### config.mk
export PLATFORM = sky130hd
export DESIGN_NAME = vram_blit
export DESIGN_NICKNAME = d
export VERILOG_FILES = /design/src/rtl/vb_pkg.sv /design/src/rtl/vb_decode.sv /design/src/rtl/vb_linebuf.sv /design/src/rtl/vb_seq.sv /design/src/rtl/vram_blit.sv
export SDC_FILE = /design/constraint.sdc
export NUM_CORES = 1
export LEC_CHECK = 0
export CAP_MARGIN = 20
export CORE_ASPECT_RATIO = 1.4
export CORE_MARGIN = 4
export CORE_UTILIZATION = 64
export DETAILED_ROUTE_END_ITERATION = 6
export DONT_BUFFER_PORTS = 1
export GPL_TIMING_DRIVEN = 0
export PLACE_DENSITY = 0.9
export SLEW_MARGIN = 20
export SYNTH_ARGS = -nofsm -noshare
export SYNTH_HDL_FRONTEND = slang
export SYNTH_HIERARCHICAL = 1
export SYNTH_SLANG_ARGS = --single-unit
export TNS_END_PERCENT = 1
### constraint.sdc
create_clock -name clk -period 5 [get_ports clk]
set_input_delay 0.25 -clock clk [delete_from_list [all_inputs] [get_ports clk]]
set_output_delay 0.25 -clock clk [all_outputs]
set_load 0.03 [all_outputs]
### src/rtl/vb_pkg.sv
`timescale 1ns/1ps
// Package: shared state encoding for the rectangle copy engine.
package vb_pkg;
    typedef enum logic [2:0] {
        S_IDLE,
        S_RD,
        S_DRAIN,
        S_WR,
        S_DONE
    } vb_state_e;
endpackage

### src/rtl/vb_decode.sv
`timescale 1ns/1ps
// vb_decode: unpacks the three command words into coordinates and a size.
// It also classifies the copy as chunked (safe) or direct, and flags a self-copy.
// Assumes: purely combinational, and evaluated in the cycle start is sampled.
module vb_decode #(
    parameter int XW   = 10,
    parameter int YW   = 9,
    parameter int YOFF = 16
) (
    input  logic [31:0]   src_word,
    input  logic [31:0]   dst_word,
    input  logic [31:0]   size_word,
    input  logic          mask_set,
    output logic [XW-1:0] sx,
    output logic [YW-1:0] sy,
    output logic [XW-1:0] dx,
    output logic [YW-1:0] dy,
    output logic [XW:0]   w,
    output logic [YW:0]   h,
    output logic          safe,
    output logic          noop
);
    localparam int EW = XW + 2;

    logic [XW-1:0] wm1;
    logic [YW-1:0] hm1;
    logic [EW-1:0] s_end, d_end;
    logic          unused_bits;

    // Field extraction and minus-one size decoding
    always_comb begin
        sx  = src_word[XW-1:0];
        sy  = src_word[YOFF+YW-1:YOFF];
        dx  = dst_word[XW-1:0];
        dy  = dst_word[YOFF+YW-1:YOFF];
        wm1 = size_word[XW-1:0] - 1'b1;
        hm1 = size_word[YOFF+YW-1:YOFF] - 1'b1;
        w   = {1'b0, wm1} + 1'b1;
        h   = {1'b0, hm1} + 1'b1;
    end

    // Path choice: overlap to the right, edge crossing, or mask forces chunking
    always_comb begin
        s_end = EW'(sx) + EW'(w);
        d_end = EW'(dx) + EW'(w);
        safe  = ((sx < dx) && (EW'(dx) < s_end))
              || (s_end > EW'(2**XW))
              || (d_end > EW'(2**XW))
              || mask_set;
        noop  = (sx == dx) && (sy == dy) && !mask_set;
    end

    assign unused_bits = ^{src_word[31:YOFF+YW], src_word[YOFF-1:XW],
                           dst_word[31:YOFF+YW], dst_word[YOFF-1:XW],
                           size_word[31:YOFF+YW], size_word[YOFF-1:XW]};
endmodule

### src/rtl/vb_linebuf.sv
`timescale 1ns/1ps
// vb_linebuf: small pixel store holding one chunk of a row.
// Assumes: one synchronous write port and one combinational read port, no reset on contents.
module vb_linebuf #(
    parameter int DEPTH = 32,
    parameter int DW    = 16,
    localparam int IW   = $clog2(DEPTH)
) (
    input  logic          clk,
    input  logic          wr_en,
    input  logic [IW-1:0] wr_idx,
    input  logic [DW-1:0] wr_data,
    input  logic [IW-1:0] rd_idx,
    output logic [DW-1:0] rd_data
);
    logic [DW-1:0] store [DEPTH];

    // Capture a returning read pixel into its slot
    always_ff @(posedge clk) begin
        if (wr_en) store[wr_idx] <= wr_data;
    end

    // Present the slot being written back to memory
    assign rd_data = store[rd_idx];
endmodule

### src/rtl/vb_seq.sv
`timescale 1ns/1ps
// vb_seq: row/chunk sequencer. Per chunk it issues all reads, waits one drain
// cycle for the last read data, then issues all writes, and steps rows upward.
// Assumes: memory returns read data the cycle after the request.
module vb_seq
    import vb_pkg::*;
#(
    parameter int XW    = 10,
    parameter int YW    = 9,
    parameter int DEPTH = 32,
    localparam int IW   = $clog2(DEPTH),
    localparam int AW   = XW + YW
) (
    input  logic          clk,
    input  logic          rst_n,
    input  logic          start,
    input  logic [XW-1:0] sx_in,
    input  logic [YW-1:0] sy_in,
    input  logic [XW-1:0] dx_in,
    input  logic [YW-1:0] dy_in,
    input  logic [XW:0]   w_in,
    input  logic [YW:0]   h_in,
    input  logic          safe_in,
    input  logic          noop_in,
    input  logic          mask_in,
    output logic          busy,
    output logic          done,
    output logic          mem_req,
    output logic          mem_we,
    output logic [AW-1:0] mem_addr,
    output logic          cap_en,
    output logic [IW-1:0] cap_idx,
    output logic [IW-1:0] buf_idx,
    output logic          mask_q
);
    vb_state_e     state;
    logic [XW-1:0] sx_q, dx_q;
    logic [YW-1:0] sy_q, dy_q;
    logic [XW:0]   w_q, xoff, xoff_nx;
    logic [YW:0]   h_q, row;
    logic          safe_q;
    logic [IW-1:0] idx;
    logic [IW:0]   n;
    logic          idx_last;
    logic [XW-1:0] rd_x, wr_x;
    logic [YW-1:0] rd_y, wr_y;

    // Length of the next piece: one pixel in direct mode, up to DEPTH when chunked
    function automatic logic [IW:0] chunk_len(input logic [XW:0] rem, input logic chunked);
        if (!chunked)                   return (IW+1)'(1);
        else if (rem >= (XW+1)'(DEPTH)) return (IW+1)'(DEPTH);
        else                            return rem[IW:0];
    endfunction

    // Position bookkeeping within the current piece and row
    always_comb begin
        idx_last = ((IW+1)'(idx) == (n - (IW+1)'(1)));
        xoff_nx  = xoff + (XW+1)'(n);
        rd_x     = sx_q + xoff[XW-1:0] + XW'(idx);
        wr_x     = dx_q + xoff[XW-1:0] + XW'(idx);
        rd_y     = sy_q + row[YW-1:0];
        wr_y     = dy_q + row[YW-1:0];
    end

    // Memory interface and status decoded from the state register
    always_comb begin
        busy     = (state == S_RD) || (state == S_DRAIN) || (state == S_WR);
        done     = (state == S_DONE);
        mem_req  = (state == S_RD) || (state == S_WR);
        mem_we   = (state == S_WR);
        mem_addr = (state == S_WR) ? {wr_y, wr_x} : {rd_y, rd_x};
        buf_idx  = idx;
    end

    // Main sequencer: accept, read piece, drain, write piece, advance
    always_ff @(posedge clk) begin
        if (!rst_n) begin
            state   <= S_IDLE;
            sx_q    <= '0;
            sy_q    <= '0;
            dx_q    <= '0;
            dy_q    <= '0;
            w_q     <= '0;
            h_q     <= '0;
            safe_q  <= 1'b0;
            mask_q  <= 1'b0;
            row     <= '0;
            xoff    <= '0;
            idx     <= '0;
            n       <= '0;
            cap_en  <= 1'b0;
            cap_idx <= '0;
        end else begin
            cap_en  <= (state == S_RD);
            cap_idx <= idx;
            case (state)
                S_IDLE: begin
                    if (start) begin
                        sx_q   <= sx_in;
                        sy_q   <= sy_in;
                        dx_q   <= dx_in;
                        dy_q   <= dy_in;
                        w_q    <= w_in;
                        h_q    <= h_in;
                        safe_q <= safe_in;
                        mask_q <= mask_in;
                        row    <= '0;
                        xoff   <= '0;
                        idx    <= '0;
                        n      <= chunk_len(w_in, safe_in);
                        state  <= noop_in ? S_DONE : S_RD;
                    end
                end
                S_RD: begin
                    if (idx_last) begin
                        idx   <= '0;
                        state <= S_DRAIN;
                    end else begin
                        idx <= idx + 1'b1;
                    end
                end
                S_DRAIN: state <= S_WR;
                S_WR: begin
                    if (!idx_last) begin
                        idx <= idx + 1'b1;
                    end else begin
                        idx <= '0;
                        if (xoff_nx == w_q) begin
                            xoff <= '0;
                            n    <= chunk_len(w_q, safe_q);
                            if (row == h_q - 1'b1) begin
                                state <= S_DONE;
                            end else begin
                                row   <= row + 1'b1;
                                state <= S_RD;
                            end
                        end else begin
                            xoff  <= xoff_nx;
                            n     <= chunk_len(w_q - xoff_nx, safe_q);
                            state <= S_RD;
                        end
                    end
                end
                S_DONE:  state <= S_IDLE;
                default: state <= S_IDLE;
            endcase
        end
    end

    // completion is a single-cycle pulse
    a_r9_done_pulse: assert property (@(posedge clk) disable iff (!rst_n)
        done |=> !done);

    // busy and done never overlap
    a_r9_busy_done_excl: assert property (@(posedge clk) disable iff (!rst_n)
        !(busy && done));

    // no memory traffic outside a copy
    a_r10_idle_quiet: assert property (@(posedge clk) disable iff (!rst_n)
        !busy |-> !mem_req);

    // a self-copy without mask completes next cycle with no access
    a_r3_noop_quiet: assert property (@(posedge clk) disable iff (!rst_n)
        (state == S_IDLE && start && noop_in) |=> (done && !mem_req));

    // the last read of a piece is never followed directly by a write
    a_r6_drain_gap: assert property (@(posedge clk) disable iff (!rst_n)
        (mem_req && !mem_we) |=> !(mem_req && mem_we));

    // rows only advance by one during a copy
    a_r8_row_step: assert property (@(posedge clk) disable iff (!rst_n)
        ($past(busy) && busy && !$stable(row)) |-> (row == $past(row) + 1'b1));
endmodule

### src/rtl/vram_blit.sv
`timescale 1ns/1ps
// vram_blit: rectangle copy engine for a 1024x512 16-bit pixel memory.
// Decodes the command words, sequences reads and writes through a
// single-port synchronous memory, and buffers each chunk in a line buffer.
// Assumes: read data is valid one cycle after a read request.
module vram_blit #(
    parameter int XW    = 10,
    parameter int YW    = 9,
    parameter int PW    = 16,
    parameter int DEPTH = 32,
    localparam int AW   = XW + YW,
    localparam int IW   = $clog2(DEPTH)
) (
    input  logic          clk,
    input  logic          rst_n,
    input  logic          start,
    input  logic [31:0]   src_word,
    input  logic [31:0]   dst_word,
    input  logic [31:0]   size_word,
    input  logic          mask_set,
    output logic          busy,
    output logic          done,
    output logic          mem_req,
    output logic          mem_we,
    output logic [AW-1:0] mem_addr,
    output logic [PW-1:0] mem_wdata,
    input  logic [PW-1:0] mem_rdata
);
    logic [XW-1:0] sx, dx;
    logic [YW-1:0] sy, dy;
    logic [XW:0]   w;
    logic [YW:0]   h;
    logic          safe, noop;
    logic          cap_en, mask_q;
    logic [IW-1:0] cap_idx, buf_idx;
    logic [PW-1:0] buf_data;

    vb_decode #(.XW(XW), .YW(YW)) u_dec (
        .src_word (src_word),
        .dst_word (dst_word),
        .size_word(size_word),
        .mask_set (mask_set),
        .sx       (sx),
        .sy       (sy),
        .dx       (dx),
        .dy       (dy),
        .w        (w),
        .h        (h),
        .safe     (safe),
        .noop     (noop)
    );

    vb_seq #(.XW(XW), .YW(YW), .DEPTH(DEPTH)) u_seq (
        .clk     (clk),
        .rst_n   (rst_n),
        .start   (start),
        .sx_in   (sx),
        .sy_in   (sy),
        .dx_in   (dx),
        .dy_in   (dy),
        .w_in    (w),
        .h_in    (h),
        .safe_in (safe),
        .noop_in (noop),
        .mask_in (mask_set),
        .busy    (busy),
        .done    (done),
        .mem_req (mem_req),
        .mem_we  (mem_we),
        .mem_addr(mem_addr),
        .cap_en  (cap_en),
        .cap_idx (cap_idx),
        .buf_idx (buf_idx),
        .mask_q  (mask_q)
    );

    vb_linebuf #(.DEPTH(DEPTH), .DW(PW)) u_buf (
        .clk    (clk),
        .wr_en  (cap_en),
        .wr_idx (cap_idx),
        .wr_data(mem_rdata),
        .rd_idx (buf_idx),
        .rd_data(buf_data)
    );

    // Write data: buffered pixel with the top bit forced when masking
    assign mem_wdata = buf_data | {mask_q, {(PW-1){1'b0}}};
endmodule

### After elaboration in Yosys (flattened, before gate mapping)

Memory sizes are Yosys's and may differ from the RTL's. A register that Yosys moved wholly into a read port is not among the register bits.
Index checks and enable logic that the tools add are counted.

| storage, ports and cells | value |
|---|---|
| flip-flop bits (word level) | 102 |
| memory bits (writable) | 512 |
| input bits | 116 |
| output and inout bits | 39 |
| word-level logic and storage cells | 109 |
| memories | 1 |

Memories:

| name | depth | width | rd ports | clocked after Yosys merged registers in | write ports | line | text |
|---|---|---|---|---|---|---|---|
| u_buf.store | 32 | 16 | 1 | 1 | 1 | vb_linebuf.sv:16 | `logic [DW-1:0] store [DEPTH];` |

| operators by class | value |
|---|---|
| add/sub/neg operators | 18 |
| magnitude comparators | 7 |
| equal/unequal tests | 14 |
| mux-type cells | 34 |
| bitwise operators | 1 |
| reductions and logical operators | 19 |

Operator list:

| cell | count |
|---|---|
| $mux 6 | 9 |
| $mux 10 | 4 |
| $ge 11x6->1 const B | 3 |
| $mux 11 | 3 |
| $add 10x11->12 | 2 |
| $gt 12x11->1 const B | 2 |
| $pmux 11 s2 | 1 |
| $add 10x10->10 | 2 |
| $add 10x5->10 | 2 |
| $eq 10x10->1 | 2 |
| $mux 5 | 4 |
| $pmux 10 s2 | 1 |
| $sub 10x1->10 const B | 2 |
| $mux 19 | 1 |
| $add 9x9->9 | 2 |
| $mux 3 | 6 |
| $or 16x16->16 | 1 |
| $lt 10x12->1 | 1 |
| $pmux 3 s4 | 1 |
| $pmux 6 s2 | 1 |
| $add 10x1->11 const B | 1 |
| $add 11x6->11 | 1 |
| $eq 11x11->1 | 1 |
| $sub 11x11->11 | 1 |
| other kinds (24) | 39 |

### Longest topological paths before layout

| depth | value |
|---|---|
| depth in word-level cells | 11 |
| depth in mapped cells | 24 |
| depth with buffers taken out | 24 |

### Cells and area by module

The synthesis kept the hierarchy.

By module, submodules not included:

| module | times used | cells an instance | area each (µm²) | sequential area each (µm²) |
|---|---|---|---|---|
| vb_linebuf | 1 | 1127 | 20214.4 | 15374.7 |
| vb_seq | 1 | 861 | 6990.5 | 2042.0 |
| vb_decode | 1 | 340 | 2469.9 | 0.0 |
| vram_blit | 1 | 1 | 6.3 | 0.0 |

### Least setup slack after synthesis

No wires, ideal clock.

| timing path | value |
|---|---|
| kind | input port to flip-flop |
| start point | in size_word[0] |
| end point | reg u_seq.n[1] |
| library setup time | 0.081 ns |
| arrival time | 4.249 ns |
| data required time | 4.919 ns |
| setup slack | 0.671 ns |
| stages | 21 |
| path buffers | 0 |
| cells stage by stage | inv_1 -> ha_1 -> nor2b_1 -> a21oi_1 -> a2bb2oi_1 -> nor2_1 -> xnor2_1 -> ha_1 -> nand2_1 -> or3_1 -> a311o_1 -> o21a_1 -> xnor2_1 -> ha_1 -> a2111oi_0 -> a21oi_1 -> nand4_1 -> nand4_1 -> nand3_1 -> o211ai_1 -> a41oi_1 |

| between the ends | value |
|---|---|
| cells in the longest elaborated chain, start to end | 11 |
| elaborated cells on any way between the ends | 16 |
| those cells by class | 4 x add/sub; 4 x order compare; 4 x mux; 4 x reduce/logical |

Ends and longest elaborated chain:

| item | line | text |
|---|---|---|
| from (decl) | vram_blit.sv:19 | `input logic [31:0] size_word,` |
| $sub 10x1->10 (*) | vb_decode.sv:36 | `wm1 = size_word[XW-1:0] - 1'b1;` |
| $add 10x1->11 (*) | vb_decode.sv:38 | `w = {1'b0, wm1} + 1'b1;` |
| via w[4] | vram_blit.sv:31 | `logic [XW:0] w;` |
| $add 10x11->12 | vb_decode.sv:44 | `s_end = EW'(sx) + EW'(w);` |
| $lt 10x12->1 | vb_decode.sv:46 | `safe = ((sx < dx) && (EW'(dx) < s_end))` |
| $logic_and 1x1->1 | vb_decode.sv:46 |  |
| $logic_or 1x1->1 | vb_decode.sv:47 | `\|\| (s_end > EW'(2**XW))` |
| $logic_or 1x1->1 (*) | vb_decode.sv:48 | `\|\| (d_end > EW'(2**XW))` |
| $logic_or 1x1->1 (*) | vb_decode.sv:49 | `\|\| mask_set;` |
| via safe | vram_blit.sv:33 | `logic safe, noop;` |
| $mux 6 (*) | vb_seq.sv:50 | `if (!chunked) return (IW+1)'(1);` |
| $mux 6 (*) | vb_seq.sv:98 | `if (start) begin` |
| $pmux 6 s2 (*) | vb_seq.sv:96 | `case (state)` |
| to (signal assigned) | vb_seq.sv:110 | `n <= chunk_len(w_in, safe_in);` |
| to (signal assigned) | vb_seq.sv:130 | `n <= chunk_len(w_q, safe_q);` |
| to (signal assigned) | vb_seq.sv:139 | `n <= chunk_len(w_q - xoff_nx, safe_q);` |
| to (decl) | vb_seq.sv:43 | `logic [IW:0] n;` |

The timed path passes the listed nets; every way through them passes the cells marked *. The select of a mux whose other input is x is not followed.
A chain may end at the register's enable or synchronous reset.

### Worst setup path after layout

| timing path | value |
|---|---|
| start point | reg u_seq.state[2] |
| end point | out mem_addr[18] |

| between the ends | value |
|---|---|
| cells in the longest elaborated chain, start to end | 2 |

Ends and longest elaborated chain:

| item | line | text |
|---|---|---|
| from (decl) | vb_seq.sv:36 | `vb_state_e state;` |
| from (signal assigned) | vb_seq.sv:111 | `state <= noop_in ? S_DONE : S_RD;` |
| $eq 3x2->1 | -- |  |
| via mem_we | vram_blit.sv:24 | `output logic mem_we,` |
| $mux 19 | vb_seq.sv:71 | `mem_addr = (state == S_WR) ? {wr_y, wr_x} : {rd_y, rd_x};` |
| to (decl) | vram_blit.sv:25 | `output logic [AW-1:0] mem_addr,` |

The timed path passes the listed nets, and every way through them passes these cells.

==> impl_metrics.yaml <==
clock_network:
  clock_sinks: 614
  numCtsBuffers: 54
  cts-root-buf: "clkbuf_16"
  cts_tree: "done"
  cts.path.max_buffers: 3
  ctsHtreeMaxLevel: 2
  clk_latency_ns: 0.62
  cts.reportedPaths.clkPinSlew_ns: 0.07
critical_path:
  path_cells: "nand2b_1 -> inv_1 -> nand2_2 -> buf_6 -> clkinv_2 -> clkbuf_4 -> nand2_1 -> nand2_1 -> ha_1 -> fa_1 -> a21oi_1 -> nor2_1 -> nor2_1 -> o21bai_1 -> a21oi_1 -> o21ai_0 -> xnor2_2"
  worstPathArrival_ns: 4.55
  path_buf_inv: 4
  slowest_delay_ns: 0.43
  r2r_setup_slack_ns: 0.81
  path_delay_family: "buffers and inverters"
  crit_type: "reg -> out"
  r2r-start: "u_seq/n[0]"
  worstPathRequired_ns: 4.75
  reg2regPathDepth: 16
  critPathLaunchType: "flop"
  cp_max_fo: 10
  end_kind: "primary output"
  regToRegEndpoint: "u_seq/row[6]"
  worst_path_max_delay_cell: "dfxtp_1"
power_and_ir_drop:
  p_seq_share_pct: 50.0
  p_sw_share_pct: 25.14
  p_comb_share_pct: 12.9
  power_leakage_nw: 11.64
  clockPowerShare_pct: 37.1
  p_switching_mw: 2.830
  vdd_ir_drop_max_mv: 0.2771
  p_int_mw: 8.427
  powerDensity_nw_per_um2: 336.4
routing:
  vias: 20530
  drc: 0
  drt-initial-drc-count: 2251
  dr.pass1.iters: 5
  ant_nets: 0
  wl_mm: 83.66
  wl_per_cell_um: 26.65
  via_per_inst: 6.542
floorplan:
  die_area_um2: 49930
  die_w_um: 190.0
  chipHeight_um: 262.8
  ios: 155
  core_um2: 45960
  rows: 93
  start_util_pct: 64.58
synthesis:
  synthTopCellsByArea: "edfxtp_1, mux2i_1, dfxtp_1"
  yosys.area.top_type: "edfxtp_1"
  syn_nets: 2557
  ys.warnings.count: 6
  syn_area_um2: 29680
  async_reset_ff_share_pct: 0
  synth.yosys.seq_area_share_pct: 58.68
  synth_edf_count: 512
  yosysTopAreaCellShare_pct: 51.80
  syn_inst: 2329
  ys.flop_type: "edfxtp_1"
  avgSynthCellArea_um2: 12.74
  ys_types: 88
  ys_seq_elements: 614
layout:
  nFillCells: 2766
  finalNetCount: 2705
  drive_gt1_share_pct: 10.95
  final_util_pct: 72.81
  final_cells: 3139
  areaGrowthSynthToFinish_pct: 12.74
place:
  portBuffers: 0
  dp_hpwl_mm: 54.15
  dp_cells: 2957
  dpl_worst_slack_ns: -0.3490
  gp_congestion: 0.9366
sta:
  setup_violations: 0
  fmax_mhz: 208.4
  worst_pin_slew_ns: 1.066
  finalCriticalPeriod_ns: 4.799
  min_period_over_period_pct: 95.98
  hold_viol: 0
  setup_slack_ns: 0.2009
  rsz0062_at_grt: "yes"
  slew_violations: 0
  slew_headroom_pct: 28.84
  skew_ns: 0.02993
grt:
  grt_pass1_vias: 21270
  grtUsageTotal_pct: 32.73
  grt_antenna_before_repair: 2
  grt_max_degree: 33
  grt_pass1_wl_mm: 125.2
  grt-ovfl-total: 0
min_path:
  min_to: "u_seq/h_q[9]"
  hold_path_class: "in -> reg"
  hold_path_startpoint: "size_word[24]"
  hold_path_depth: 4
run_status:
  status: "finished, final reports clean"
run:
  maxCapViolations: 0
how the worst max path moves through the flow:
stage,from,to,slack [ns],depth (start not counted)
CTS,u_seq/state[2],mem_addr[18],0.09,17
global route,u_seq/state[2],mem_addr[18],-0.04,17
global placement,size_word[0],u_seq/n[2],-0.28,21
finish,u_seq/state[2],mem_addr[18],0.20,17
detailed placement,size_word[0],u_seq/n[2],-0.35,21
floorplan,size_word[0],u_seq/n[1],0.67,21
layout by cell type (no fill, tap or decap), types with 13 or more instances in the layout:
cell type	netlist	layout
edfxtp_1	512	512
mux2i_1	272	272
nand2_1	235	234
dfxtp_1	102	102
ha_1	95	95
a21oi_1	87	87
dlygate4sd3_1	0	65
a21boi_0	65	65
a22oi_1	64	64
inv_1	64	64
clkbuf_1	48	60
buf_4	60	60
xnor2_1	63	60
nor2_1	91	59
clkbuf_16	0	55
nand3_1	52	52
xor2_1	51	51
o21ai_0	47	47
nor3_1	45	45
a22o_1	35	35
nor2_2	0	32
nand4_1	30	30
buf_2	21	21
buf_12	5	21
nand2b_1	21	21
a31oi_1	20	20
nor2b_1	19	19
fa_1	17	17
or3_1	16	16
buf_6	8	13
state kept, by name, indices dropped and copies added (netlist names):
name           count
u_seq/cap_idx      5
u_seq/row         10
u_seq/buf_idx      5
u_seq/mask_q       1
u_seq/safe_q       1
u_seq/w_q         11
u_seq/h_q         10
u_seq/sy_q         9
u_seq/state        3
u_seq/n            6
u_seq/cap_en       1
u_seq/sx_q        10
u_seq/xoff        11
u_seq/dy_q         9
u_seq/dx_q        10
u_buf/store      512
stage by stage:
stage / power (mW) / hold slack (ns) / setup TNS [ns] / instance area, um^2
5_1_grt: 11.58 / 0.04529 / -0.03784 / 33460
3_5_place_dp: 6.989 / 0.3511 / -1.951 / 30680
6_report: 11.26 / 0.01459 / 0 / 33460
3_3_place_gp: 6.932 / 0.3515 / -1.392 / 30450
4_1_cts: 11.20 / 0.005804 / 0 / 33430
2_1_floorplan: 6.699 / 0.3489 / 0 / 29680
timing repair:
| item | in CTS | in global routing |
|---|---|---|
| endpoints found under the hold margin | 564 | 1 |
| endpoints found under the setup margin | 3 | 7 |
| hold buffers | 80 | 1 |
| gates resized for setup | 6 | 4 |
| setup buffers | 0 | 0 |
| pin swaps | 0 | 1 |
layer usage:
metal / up-vias / GRT usage [%] / wire length, um / share of wire [%]
met1: 9901 / 35.32 / 26870 / 32
li1: 8973 / - / - / -
met2: 1322 / 58.17 / 42780 / 51
met3: 338 / 5.953 / 7299 / 8.7
met5: - / 0 / 0 / 0
met4: 0 / 21.62 / 6712 / 8.0
worst min-delay path, stage by stage:
cell	delay, ns
xor2_1	0.13
nor3_1	0.07
nand2_1	0.05
a21boi_0	0.06
Yosys cell counts (all sizes together) (46+ instances only):
library cell	count
a22oi	64
nand3	52
ha	95
o21ai	49
xor2	51
nand2	235
xnor2	63
inv	64
clkbuf	49
a21oi	88
nor3	46
a21boi	66
edfxtp	512
mux2i	272
buf	103
dfxtp	102
nor2	92
power groups by stage:
stage | Clock [mW] | Combinational, mW | Sequential, mW
after floorplan | 0 | 0.977 | 5.72
after global placement | 0 | 1.20 | 5.73
after detailed placement | 0 | 1.25 | 5.74
after CTS | 4.17 | 1.42 | 5.62
after global routing | 4.40 | 1.56 | 5.63
final | 4.18 | 1.46 | 5.62
final cells by class:
class	instances	area (um^2)	share of cell area, %
Buffer	152	1036	3.096
Timing Repair Buffer	92	1117	3.339
Sequential cell	614	17420	52.05
Antenna cell	1	2.502	0.007478
Multi-Input combinational cell	1498	11100	33.16
Inverter	65	245.2	0.7328
Clock inverter	32	340.3	1.017
Tap cell	617	772.0	2.307
Clock buffer	68	1435	4.289
kinds of logic after synthesis:
kind of cell,synth area share [%]
flip-flops,58.68
AND/OR/NAND/NOR,9.472
multiplexers,9.363
XOR/XNOR,3.364
buffers and inverters,4.300
adder cells (fa/ha/maj),5.151
AO/OA/AOI/OAI,9.671
Power figures use the tool's default switching activity.
